## src/rtl/scrub_pkg.sv

```systemverilog
// Shared definitions for the duplicate-entry scrubber.
// Assumes nothing beyond IEEE 1800-2017 packages.
package scrub_pkg;

    typedef enum logic [2:0] {
        S_IDLE = 3'd0,
        S_RD   = 3'd1,
        S_WT   = 3'd2,
        S_CHK  = 3'd3,
        S_CMP  = 3'd4,
        S_NX   = 3'd5,
        S_DN   = 3'd6
    } scrub_state_t;

endpackage

```

## src/rtl/scrub_tag_bank.sv

```systemverilog
// Local copy of the page tags of the set under examination.
// Each way holds its page-masked tag. A present-flag accumulator records
// whether any way of the set is present. Assumes that capture and kill
// never target the same way in one cycle.
module scrub_tag_bank #(
    parameter int NW      = 4,
    parameter int TAG_W   = 20,
    parameter int FLAG_W  = 8,
    parameter int VLD_POS = 3,
    parameter int WAY_W   = 2
) (
    input  logic                      clk,
    input  logic                      rst_n,
    input  logic                      clr_any,
    input  logic                      cap,
    input  logic [WAY_W-1:0]          cap_way,
    input  logic [TAG_W-1:0]          cap_data,
    input  logic                      kill,
    input  logic [WAY_W-1:0]          kill_way,
    output logic [NW-1:0][TAG_W-1:0]  tags,
    output logic                      any_valid
);

    localparam logic [TAG_W-1:0] PMASK = {{(TAG_W-FLAG_W){1'b1}}, {FLAG_W{1'b0}}};

    genvar g;
    generate
        for (g = 0; g < NW; g++) begin : g_way
            // Hold one way's page tag: load on capture, zero on kill.
            always_ff @(posedge clk) begin
                if (!rst_n)
                    tags[g] <= '0;
                else if (cap && cap_way == WAY_W'(g))
                    tags[g] <= cap_data & PMASK;
                else if (kill && kill_way == WAY_W'(g))
                    tags[g] <= '0;
            end
        end
    endgenerate

    // Accumulate the present flags of the ways captured for this set.
    always_ff @(posedge clk) begin
        if (!rst_n || clr_any)
            any_valid <= 1'b0;
        else if (cap && cap_data[VLD_POS])
            any_valid <= 1'b1;
    end

endmodule

```

## src/rtl/scrub_pair_seq.sv

```systemverilog
// Outer/inner way pair counter for the pairwise comparison of one set.
// init loads (0,1); step_outer moves to (o+1, o+2); step_inner moves to
// (o, i+1). Assumes NW >= 2 and that the caller never steps past the
// last pair.
module scrub_pair_seq #(
    parameter int NW    = 4,
    parameter int WAY_W = 2
) (
    input  logic             clk,
    input  logic             rst_n,
    input  logic             init,
    input  logic             step_outer,
    input  logic             step_inner,
    output logic [WAY_W-1:0] outer,
    output logic [WAY_W-1:0] inner,
    output logic             outer_last,
    output logic             inner_last
);

    // Advance the pair position under control of the sequencer.
    always_ff @(posedge clk) begin
        if (!rst_n || init) begin
            outer <= '0;
            inner <= WAY_W'(1);
        end else if (step_outer) begin
            outer <= outer + WAY_W'(1);
            inner <= outer + WAY_W'(2);
        end else if (step_inner) begin
            inner <= inner + WAY_W'(1);
        end
    end

    // Flag the final positions of the two loops.
    always_comb begin
        outer_last = (outer == WAY_W'(NW - 2));
        inner_last = (inner == WAY_W'(NW - 1));
    end

endmodule

```

## src/rtl/tlb_dup_scrubber.sv

```systemverilog
// Top of the duplicate-entry scrubber. It walks all sets, reads up to four
// ways per set over a one-cycle-latency read port and compares the page
// tags pairwise. For each duplicate it erases the lower way and reports it.
// Assumes WAYS >= 2 and that the storage performs an erase at tlb_idx in
// the cycle in which tlb_erase is high.
module tlb_dup_scrubber
    import scrub_pkg::*;
#(
    parameter int SETS    = 8,
    parameter int WAYS    = 4,
    parameter int TAG_W   = 20,
    parameter int FLAG_W  = 8,
    parameter int VLD_POS = 3,
    localparam int NW     = (WAYS > 4) ? 4 : WAYS,
    localparam int NENT   = SETS * WAYS,
    localparam int IDX_W  = (NENT > 1) ? $clog2(NENT) : 1,
    localparam int SET_W  = (SETS > 1) ? $clog2(SETS) : 1,
    localparam int WAY_W  = (NW > 1) ? $clog2(NW) : 1
) (
    input  logic             clk,
    input  logic             rst_n,
    input  logic             start,
    input  logic             silent,
    output logic             done,
    output logic [IDX_W-1:0] tlb_idx,
    output logic             tlb_rd,
    input  logic [TAG_W-1:0] tlb_rdata,
    output logic             tlb_erase,
    output logic             rpt_valid,
    output logic [SET_W-1:0] rpt_set,
    output logic [WAY_W-1:0] rpt_way_lo,
    output logic [WAY_W-1:0] rpt_way_hi,
    output logic [TAG_W-1:0] rpt_tag
);

    scrub_state_t          state_q, state_d;
    logic [SET_W-1:0]      set_q;
    logic [WAY_W-1:0]      way_q;
    logic [NW-1:0][TAG_W-1:0] tags;
    logic                  any_valid;
    logic [WAY_W-1:0]      outer, inner;
    logic                  outer_last, inner_last;
    logic                  cmp_zero, cmp_hit;
    logic                  pair_init, step_outer, step_inner;
    logic                  cap, clr_any;
    logic [IDX_W-1:0]      set_base;

    scrub_tag_bank #(
        .NW(NW), .TAG_W(TAG_W), .FLAG_W(FLAG_W), .VLD_POS(VLD_POS), .WAY_W(WAY_W)
    ) u_bank (
        .clk       (clk),
        .rst_n     (rst_n),
        .clr_any   (clr_any),
        .cap       (cap),
        .cap_way   (way_q),
        .cap_data  (tlb_rdata),
        .kill      (cmp_hit),
        .kill_way  (outer),
        .tags      (tags),
        .any_valid (any_valid)
    );

    scrub_pair_seq #(.NW(NW), .WAY_W(WAY_W)) u_pair (
        .clk        (clk),
        .rst_n      (rst_n),
        .init       (pair_init),
        .step_outer (step_outer),
        .step_inner (step_inner),
        .outer      (outer),
        .inner      (inner),
        .outer_last (outer_last),
        .inner_last (inner_last)
    );

    // Compare the current pair; a zero outer page never matches.
    always_comb begin
        cmp_zero = (state_q == S_CMP) && (tags[outer] == '0);
        cmp_hit  = (state_q == S_CMP) && !cmp_zero && (tags[outer] == tags[inner]);
    end

    // Form the linear index: read position, or the outer way when erasing.
    always_comb begin
        set_base = IDX_W'(set_q) * IDX_W'(WAYS);
        tlb_idx  = cmp_hit ? (set_base + IDX_W'(outer)) : (set_base + IDX_W'(way_q));
    end

    // Next-state and per-cycle control strobes of the walk.
    always_comb begin
        state_d    = state_q;
        pair_init  = 1'b0;
        step_outer = 1'b0;
        step_inner = 1'b0;
        cap        = 1'b0;
        clr_any    = 1'b0;
        unique case (state_q)
            S_IDLE: if (start) begin
                state_d = S_RD;
                clr_any = 1'b1;
            end
            S_RD:   state_d = S_WT;
            S_WT: begin
                cap     = 1'b1;
                state_d = (way_q == WAY_W'(NW - 1)) ? S_CHK : S_RD;
            end
            S_CHK: begin
                pair_init = 1'b1;
                state_d   = any_valid ? S_CMP : S_NX;
            end
            S_CMP: begin
                if (cmp_zero || cmp_hit || inner_last) begin
                    if (outer_last) state_d = S_NX;
                    else            step_outer = 1'b1;
                end else begin
                    step_inner = 1'b1;
                end
            end
            S_NX: begin
                clr_any = 1'b1;
                state_d = (set_q == SET_W'(SETS - 1)) ? S_DN : S_RD;
            end
            S_DN:   state_d = S_IDLE;
            default: state_d = S_IDLE;
        endcase
    end

    // State, set and way registers.
    always_ff @(posedge clk) begin
        if (!rst_n) begin
            state_q <= S_IDLE;
            set_q   <= '0;
            way_q   <= '0;
        end else begin
            state_q <= state_d;
            if (state_q == S_IDLE && start) begin
                set_q <= '0;
                way_q <= '0;
            end else if (state_q == S_WT && way_q != WAY_W'(NW - 1)) begin
                way_q <= way_q + WAY_W'(1);
            end else if (state_q == S_NX) begin
                set_q <= set_q + SET_W'(1);
                way_q <= '0;
            end
        end
    end

    // Drive storage strobes, the report channel and the done pulse.
    always_comb begin
        tlb_rd     = (state_q == S_RD);
        tlb_erase  = cmp_hit;
        rpt_valid  = cmp_hit && !silent;
        rpt_set    = set_q;
        rpt_way_lo = outer;
        rpt_way_hi = inner;
        rpt_tag    = tags[outer];
        done       = (state_q == S_DN);
    end

endmodule

```

## config.mk

```make
export PLATFORM = sky130hd
export DESIGN_NAME = tlb_dup_scrubber
export DESIGN_NICKNAME = d
export VERILOG_FILES = /design/src/rtl/scrub_pkg.sv /design/src/rtl/scrub_tag_bank.sv /design/src/rtl/scrub_pair_seq.sv /design/src/rtl/tlb_dup_scrubber.sv
export SDC_FILE = /design/constraint.sdc
export NUM_CORES = 1
export LEC_CHECK = 0
export ABC_AREA = 1
export BUFFER_PORTS_ARGS = -buffer_cell sky130_fd_sc_hd__buf_2
export CAP_MARGIN = 5
export CORE_MARGIN = 10
export CORE_UTILIZATION = 30
export CTS_CLUSTER_SIZE = 25
export DETAILED_ROUTE_END_ITERATION = 16
export GPL_TIMING_DRIVEN = 0
export PLACE_DENSITY = 0.56
export SYNTH_ARGS = -nofsm -noshare
export SYNTH_HDL_FRONTEND = slang
export SYNTH_HIERARCHICAL = 1
export SYNTH_SLANG_ARGS = --single-unit
```

## constraint.sdc

```tcl
create_clock -name clk -period 2.9 [get_ports clk]
set_input_delay 0.29 -clock clk [delete_from_list [all_inputs] [get_ports clk]]
set_output_delay 0.29 -clock clk [all_outputs]
set_load 0.01 [all_outputs]
```

==> results.txt <==
min cycle time layout: 2754 ps
CP required: 2610 ps
DR pass1 iterations: 5
final net count: 1010
met3 Use GR: 2.040%
Startpoint Class: register
Fill cells: 2004
post-CTS setup repair buffer count: 0
Worst Path Arrival: 2460 ps
Hold-fix buffers, CTS: 0
post-synthesis sequential area ratio: 22.23%
#FFs+latches synth: 61
via count: 5844
post-synthesis async set-or-reset flop share: 0%
Post-Route WL: 18620 um
Max Cap Viol: 0
type of the worst min-delay path: input pin to register
CP Cell Sequence: buf_6, inv_2, buf_4, nand3_1, nand2_1, nand2_1, nand2_1, nand2_1, nor2_1, nand2_1, nor2_4, nand2_4, o21ai_1, buf_2
Pwr Density: 360.8 mW/mm^2
Post-DRT Antenna Nets: 0
IO Pins: 60
crit path max-delay cell type: dfxtp_2
clock sinks: 61
crit-path max cell delay: 340 ps
final hold vios: 0
hold_ws: 267.6 ps
post-DP HPWL: 14440 um
number of synthesized flops with an enable pin: 0
static leakage: 0.003083 uW
# diodes: 0
maximum VDD drop: 0.3133 mV
GPL Wtd Cong: 0.8881
Syn. warnings: 6
multi-input logic area: 0.003433 sq mm
CP endpoint kind: output port
first-pass GRT wire length: 29930 um
met2 usage: 24.99%
Root Driver: clkbuf_16
Die ar.: 0.02412 sq mm
DRC: 0
Final Non-Filler Cells: 1214
final instance area: 0.006518 sq mm
Slew Limit Headroom: 56.80%
Yosys top cell area share: 24.19%
largest net degree at the start of global routing: 11
met1 Track Usage GR: 21.02%
Synth Instances: 888
Peak Freq: 363.2 MHz
Placed Cells: 1199
vias per inst: 4.814
clk_lat worst skew: 320 ps
Layout Skew: 5.311 ps
P&R area growth vs syn: 18.66%
Bufs on Longest Clock Path: 2
layer with the highest usage: met2
antenna violations before repair: 0
I/O Buffers: 51
Overflow after GRT: 0
vias in the first global route: 5594
initial core utilization: 30.58%
largest cells by area after synthesis: nand2_1, dfxtp_1, nand3_1
cts bufs inserted: 9
area of the mapped netlist: 0.005493 sq mm
status: finished clean
CTS tree: done
syn avg cell area: 6.186 sq um
Crit path top cell by count: nand2_1
DR WL/cell: 15.34 um
crit-path max FO: 10
RSZ-0062 raised after global routing: no
Primary FF master, synth: dfxtp_1
area leader, netlist: nand2_1
slew at the pin closest to its max-slew limit: 643.1 ps
layout cells sized above 1: 25.58%
die height: 155.3 um
Buf/Inv on CP: 4
Setup Viol. Count Final: 0
top cells by count, synth: nand2_1, nand3_1, dfxtp_1
DRT iter0 DRCs: 428
core area: 0.01796 sq mm
Core Rows: 49
crit share post-route: 94.95%
CP delay by family, top: simple AND/OR/NAND/NOR gates
most common cell in the netlist: nand2_1
fin. max-slew vios: 0
Die Wd: 155.3 um
Clk pin slew, worst setup/hold paths: 50 ps
post-synthesis cell type count: 35
Placed Area: 0.006151 sq mm
H-tree depth: 3
Setup CP Type: register to output port
Setup TNS: 0 ps
Tot GR Track Use: 15.48%
Reg area: 0.001231 sq mm
-- cell usage in the layout, fill, tap and decap left out, types with 2 or more instances in the layout --
master,synthesis,layout
nor3_1,5,5
conb_1,1,32
a21oi_1,27,25
nor2_4,1,2
clkbuf_16,0,9
inv_2,13,14
ha_1,5,5
nor2_2,4,3
nand3_4,2,2
buf_6,14,18
clkbuf_4,0,4
a211oi_1,2,2
inv_1,52,51
nand2_1,354,353
nand3_2,32,33
dfxtp_1,61,57
dfxtp_2,0,2
a21oi_2,30,32
nand2_4,1,2
clkbuf_8,0,2
buf_4,48,49
inv_4,4,4
dfxtp_4,0,2
o21ai_1,3,3
nor2_1,26,26
clkbuf_1,1,4
nand3_1,123,122
buf_8,3,3
o21ai_0,5,5
buf_2,24,66
nand4_1,38,38
-- power by group --
group	leakage, uW	internal (uW)	switching, uW	total [uW]
logic	0.00245	160	262	422
registers	0.000494	853	17.3	870
clock network	0.000143	707	351	1060
-- stage by stage --
| step | worst slack, ps | utilization, % | power (uW) |
|---|---|---|---|
| after CTS | 13.26 | 35.92 | 2369 |
| after global routing | 3.493 | 36.28 | 2465 |
| after floorplan | 554.5 | - | 1187 |
| after detailed placement | -16.37 | 34.24 | 1301 |
| final | 146.5 | 36.28 | 2351 |
| after global placement | -24.62 | 34.24 | 1300 |
-- flip-flops by register name, summed over array words and instances, names as in the netlist --
| name | cells |
|---|---|
| u_pair/inner | 2 |
| way_q | 2 |
| state_q | 3 |
| u_pair/outer | 2 |
| u_bank/any_valid | 1 |
| rpt_set | 3 |
| u_bank/tags | 48 |
-- path summary, 6_finish.rpt --
check,slack [ps],depth (start not counted),start,end
max,150,14,u_pair/inner[1]$_SDFFE_PP0P_,tlb_idx[1]
min,270,3,rst_n,state_q[2]$_SDFFE_PN0P_
min reg2reg,480,2,u_bank/tags[18]$_SDFFE_PN0P_,u_bank/tags[18]$_SDFFE_PN0P_
max reg2reg,270,17,u_pair/inner[1]$_SDFFE_PP0P_,u_bank/tags[32]$_SDFFE_PN0P_
-- metal layers --
metal	vias to the layer above	part of all wire, %
met4	0	2.0
met1	2658	48
li1	3016	-
met2	148	45
met3	22	4.3
met5	-	0
-- logic make-up after synthesis --
kind of cell / Yosys count / share of synthesized area (%)
AOI/OAI and AO/OA: 70 / 8.679
xor gates and xnor gates: 1 / 0.1595
adders and majority gates: 5 / 1.139
and+or+nand+nor: 589 / 49.89
DFF: 61 / 22.23
buffers and inverters: 161 / 17.84
other: 1 / 0.06827
-- what timing repair did --
action | 4_1_cts | 5_1_grt
setup endpoints to repair | 13 | 50
hold endpoints to repair | 0 | 0
gates resized for setup | 4 | 25
cloned | 0 | 0
-- cell type report --
cell class | instances | share of cell area (%)
Sequential cell | 61 | 18.89
Timing Repair Buffer | 51 | 3.916
Tap cell | 229 | 4.396
Clock buffer | 14 | 4.051
Multi-Input combinational cell | 697 | 52.68
Inverter | 70 | 4.185
Clock inverter | 1 | 0.4607
Buffer | 91 | 11.42
-- worst min-delay path: cells and delay by family --
family / cells / cell delay [ps]
buffers and inverters: 2 / 210
AND/OR/NAND/NOR: 1 / 40
No activity file was read; power rests on OpenSTA's default activity.
